===== config.mk =====
export PLATFORM = sky130hd
export DESIGN_NAME = wcs_status_read
export DESIGN_NICKNAME = d
export VERILOG_FILES = /design/src/rtl/wcs_pkg.sv /design/src/rtl/wcs_rst_sync.sv /design/src/rtl/wcs_strobe_decode.sv /design/src/rtl/wcs_toggle.sv /design/src/rtl/wcs_out_mux.sv /design/src/rtl/wcs_status_read.sv
export SDC_FILE = /design/constraint.sdc
export NUM_CORES = 1
export LEC_CHECK = 0
export BUFFER_PORTS_ARGS = -buffer_cell sky130_fd_sc_hd__buf_4
export CAP_MARGIN = 20
export CELL_PAD_IN_SITES_DETAIL_PLACEMENT = 1
export CELL_PAD_IN_SITES_GLOBAL_PLACEMENT = 1
export CORE_UTILIZATION = 15
export CTS_CLUSTER_DIAMETER = 60
export CTS_CLUSTER_SIZE = 24
export DETAILED_ROUTE_END_ITERATION = 10
export PLACE_DENSITY = 0.69
export SLEW_MARGIN = 25
export SYNTH_ARGS = -nofsm -noshare
export SYNTH_HDL_FRONTEND = slang
export SYNTH_HIERARCHICAL = 1
export SYNTH_SLANG_ARGS = --single-unit

===== constraint.sdc =====
create_clock -name clk -period 0.8 [get_ports clk]
set_input_delay 0.04 -clock clk [delete_from_list [all_inputs] [get_ports clk]]
set_output_delay 0.04 -clock clk [all_outputs]
set_load 0.05 [all_outputs]

===== src/rtl/wcs_pkg.sv =====
package wcs_pkg;
  // Bit positions of the status word relative to the data width.
  function automatic int poll_idx(input int data_w);
    return data_w - 1;
  endfunction

  function automatic int tog_idx(input int data_w);
    return data_w - 2;
  endfunction
endpackage


===== src/rtl/wcs_rst_sync.sv =====
module wcs_rst_sync #(
  parameter int STAGES = 2
) (
  input  logic clk,
  input  logic rst_n_in,
  output logic rst_n_out
);
  logic [STAGES-1:0] sync_q;
  logic [STAGES-1:0] sync_d;

  generate
    if (STAGES == 1) begin : g_one
      always_comb sync_d = 1'b1;
    end else begin : g_chain
      always_comb sync_d = {sync_q[STAGES-2:0], 1'b1};
    end
  endgenerate

  always_ff @(posedge clk or negedge rst_n_in) begin
    if (!rst_n_in) sync_q <= '0;
    else           sync_q <= sync_d;
  end

  assign rst_n_out = sync_q[STAGES-1];
endmodule


===== src/rtl/wcs_strobe_decode.sv =====
module wcs_strobe_decode (
  input  logic clk,
  input  logic rst_n,
  input  logic ce_n,
  input  logic oe_n,
  input  logic we_n,
  input  logic busy,
  output logic rd_active,
  output logic adv
);
  logic window;
  logic rd_q;
  logic rd_d;

  // Read window is opened by chip- and output-enable; write-enable must be high.
  always_comb begin
    window    = ~ce_n & ~oe_n;
    rd_active = window & we_n;
    rd_d      = rd_active;
    // End of a read: a read was seen last cycle and the window is now closed.
    adv       = rd_q & ~window & busy;
  end

  always_ff @(posedge clk or negedge rst_n) begin
    if (!rst_n) rd_q <= 1'b0;
    else        rd_q <= rd_d;
  end
endmodule


===== src/rtl/wcs_toggle.sv =====
module wcs_toggle (
  input  logic clk,
  input  logic rst_n,
  input  logic adv,
  output logic tog_q
);
  logic tog_d;

  always_comb begin
    tog_d = tog_q;
    if (adv) tog_d = ~tog_q;
  end

  always_ff @(posedge clk or negedge rst_n) begin
    if (!rst_n) tog_q <= 1'b0;
    else        tog_q <= tog_d;
  end
endmodule


===== src/rtl/wcs_out_mux.sv =====
module wcs_out_mux #(
  parameter int DATA_W   = 8,
  parameter int POLL_IDX = 7,
  parameter int TOG_IDX  = 6
) (
  input  logic              busy,
  input  logic              rd_active,
  input  logic              last_msb,
  input  logic              tog,
  input  logic [DATA_W-1:0] arr,
  output logic [DATA_W-1:0] dout,
  output logic              dout_oe
);
  logic [DATA_W-1:0] status;
  logic [DATA_W-1:0] sel;

  generate
    for (genvar i = 0; i < DATA_W; i++) begin : g_bit
      if (i == POLL_IDX) begin : g_poll
        assign status[i] = ~last_msb;
      end else if (i == TOG_IDX) begin : g_tog
        assign status[i] = tog;
      end else begin : g_rsvd
        assign status[i] = 1'b0;
      end
    end
  endgenerate

  assign sel     = busy ? status : arr;
  assign dout    = rd_active ? sel : '0;
  assign dout_oe = rd_active;
endmodule


===== src/rtl/wcs_status_read.sv =====
module wcs_status_read #(
  parameter int DATA_W      = 8,
  parameter int SYNC_STAGES = 2
) (
  input  logic              clk,
  input  logic              rst_n,
  input  logic              busy,
  input  logic [DATA_W-1:0] last_wdata,
  input  logic              ce_n,
  input  logic              oe_n,
  input  logic              we_n,
  input  logic [DATA_W-1:0] array_rdata,
  output logic [DATA_W-1:0] dout,
  output logic              dout_oe
);
  import wcs_pkg::*;

  localparam int POLL_IDX = poll_idx(DATA_W);
  localparam int TOG_IDX  = tog_idx(DATA_W);

  logic rst_n_sync;
  logic rd_active;
  logic adv;
  logic tog_q;
  logic unused_low_bits;

  assign unused_low_bits = ^last_wdata[POLL_IDX-1:0];

  wcs_rst_sync #(.STAGES(SYNC_STAGES)) u_rst (
    .clk       (clk),
    .rst_n_in  (rst_n),
    .rst_n_out (rst_n_sync)
  );

  wcs_strobe_decode u_dec (
    .clk       (clk),
    .rst_n     (rst_n_sync),
    .ce_n      (ce_n),
    .oe_n      (oe_n),
    .we_n      (we_n),
    .busy      (busy),
    .rd_active (rd_active),
    .adv       (adv)
  );

  wcs_toggle u_tog (
    .clk   (clk),
    .rst_n (rst_n_sync),
    .adv   (adv),
    .tog_q (tog_q)
  );

  wcs_out_mux #(.DATA_W(DATA_W), .POLL_IDX(POLL_IDX), .TOG_IDX(TOG_IDX)) u_mux (
    .busy      (busy),
    .rd_active (rd_active),
    .last_msb  (last_wdata[POLL_IDX]),
    .tog       (tog_q),
    .arr       (array_rdata),
    .dout      (dout),
    .dout_oe   (dout_oe)
  );
endmodule


==> impl_metrics.ini <==
[status]
status = finished, violations left
violations = negative setup slack

[timing]
maxSlewViolCount = 0
rsz0062_at_grt = yes
skew_ns = 0.00482
fin_ws_ns = -0.292
finalHoldViolations = 0
setup_tns_ns = -1.24
fin_crit_sh_pct = 137
hold_slack_ns = 0.0194
fin_crit_ns = 1.09
fmax_mhz = 916
setup_viol = 9

[clock_tree]
cts_buffer_depth = 2
clkTransAtPathRegs_ns = 0.04
htreeDepth = 1
cts_tree = done
cts_sinks = 4
cts_root_buf = clkbuf_4
cts_buffers = 3
clkLatencyLatePin_ns = 0.23

[logic_synthesis]
synthMuxAreaShare_pct = 4.68
ys_ff_latch = 4
synthSimpleGateAreaFrac_pct = 29.8
syn_nets = 42
synthAdderAreaFrac_pct = 0
synth-main-ff-cell = dfrtp_1
synth.avg_cell_area_um2 = 10.7
synth_area_leaders = dfrtp_1 47%, and2_1 18%, o211a_1 9.4%
synth-edff-count = 0
synthXorXnorAreaFrac_pct = 4.09
netlist_instances = 20
yosysTopAreaCellShare_pct = 46.8
synth_compound_area_share_pct = 9.36
syn_area_um2 = 214
synth_common_cells = 6 x and2_1, 4 x dfrtp_1, 2 x o211a_1
synth_cell_types = 11
synth-async-reset-ratio_pct = 100
yosys.area.top_type = dfrtp_1
synth_top_family_by_area = simple AND/OR/NAND/NOR gates
yosysMostFrequentCell = and2_1
ys_seq_area_share_pct = 46.8
yosys_warnings = 6

[final_layout]
fin_util_pct = 43.0
drive_gt1_share_pct = 80.0
insertedDiodeCount = 0
area_growth_pct = 165
fin_nets = 74

[die]
die-area_um2 = 1580
io_pins = 31
die_w_um = 39.8
core_um2 = 1320
start_util_pct = 16.2
fp.dieH_um = 39.8
row_count = 13

[pwr]
p_sw_mw = 0.222
irDropWorstVdd_v = 0.000560
p_comb_share_pct = 37.5
clock_power_share_pct = 30.3
power_density_nw_per_um2 = 1430
switching_share_pct = 27.5
leakage_nw = 0.297
internal_power_mw = 0.587
pwr-share-seq_pct = 32.2

[min_path]
hold_class = flop to async pin

[placed_design]
place.gp.congestion = 0.545
pre_cts_ws_ns = -0.175
io_buffers = 23

[global_routing]
antenna_found_initial = 0
grt_pass1_wl_um = 1040
grt.total_usage_pct = 10.4
grt_max_degree = 7
grt-ovfl-total = 0
grt_pass1_vias = 265

[worst_setup_path]
cp_cell_sequence = mux2i_2 -> nor2b_4 -> buf_6
critical-path-slowest-cell = dfrtp_1
critPathRequiredTime_ns = 0.76
cp_max_fo = 2
worst-setup-path-type = flop to primary output
critPathMaxStageDelay_ns = 0.39
end_kind = primary output
rrSetupSlack_ns = -0.11
start_kind = flop
worstPathArrival_ns = 1.05

[job]
cap_violations = 0

[routing]
dr.pass1.iters = 2
ant_nets = 0
avgRoutedWirePerCell_um = 11.3
vias = 260
routed_wl_um = 736
drc = 0
via_per_inst = 4.00
drt_iter0_drc = 1
[critical path, delay by kind of cell (launching register included)]
kind / cells / cell delay (ns)
buffers and inverters: 1 / 0.15
muxes: 1 / 0.22
and+or+nand+nor: 1 / 0.06
DFF: 1 / 0.39
[final cells by class]
| class | count | area (um2) |
|---|---|---|
| repair buffers | 28 | 277 |
| well taps | 15 | 18.8 |
| multi-input cells | 15 | 149 |
| fillers | 141 | 751 |
| clock buffers | 3 | 22.5 |
| flip-flops and latches | 4 | 100 |
[logic make-up after synthesis]
family | count (synthesis)
other | 1
AOI/OAI and AO/OA | 2
DFF | 4
muxes | 1
and+or+nand+nor | 10
xor gates and xnor gates | 1
buffers and inverters | 1
[power groups by stage]
stage / Clock, mW / Combinational [mW] / Sequential [mW]
after floorplan: 0 / 0.104 / 0.255
after detailed placement: 0 / 0.189 / 0.261
after CTS: 0.262 / 0.264 / 0.257
after global placement: 0 / 0.186 / 0.261
final: 0.245 / 0.303 / 0.260
after global routing: 0.281 / 0.320 / 0.264
[timing repair]
action                                 4_1_cts  5_1_grt
pin swaps                                    3        3
resized for setup                           18        1
gates cloned                                 0        0
hold buffers                                 1        0
setup buffers                                2        2
setup endpoints to repair                    8        8
endpoints found under the hold margin        2        0
[cell usage in the layout, fill, tap and decap left out, drive strengths merged]
cell         synthesis  final
xor2                 1      1
nor3b                1      1
buf                  1     27
mux2i                1      1
and2                 6      6
nor2b                2      2
dlygate4sd3          0      1
nand2                1      1
clkbuf               0      3
conb                 1      1
dfrtp                4      4
o211a                2      2
[layer usage]
| metal | global-route usage (%) | routed length [um] | vias to the layer above |
|---|---|---|---|
| met5 | 0 | 0 | - |
| met4 | 7.76 | 0 | 0 |
| met3 | 3.41 | 91 | 0 |
| met2 | 17.6 | 419 | 17 |
| met1 | 10.3 | 225 | 118 |
| li1 | - | - | 125 |
[sequential cells by signal (all words and copies together) (netlist names)]
register      flops
u_rst/sync_q      2
u_dec/rd_q        1
u_tog/tog_q       1
[stage by stage]
| step | total power, mW | instances | cell area (um2) |
|---|---|---|---|
| floorplan | 0.359 | 20 | 253 |
| global placement | 0.447 | 58 | 444 |
| detailed placement | 0.451 | 58 | 444 |
| CTS | 0.782 | 64 | 559 |
| global route | 0.865 | 65 | 567 |
| finish | 0.809 | 65 | 567 |
[final timing paths]
path                              endpoint             from  cells after the start
max in group asynchronous  u_rst/sync_q[1]            rst_n                      2
hold / removal                 u_tog/tog_q  u_rst/sync_q[1]                      0
setup reg to reg               u_tog/tog_q      u_tog/tog_q                      3
hold reg to reg                u_tog/tog_q  u_rst/sync_q[1]                      0
setup / recovery                   dout[6]      u_tog/tog_q                      3
min in group clk               u_tog/tog_q             ce_n                      3
No activity file was read; power rests on OpenSTA's default activity.
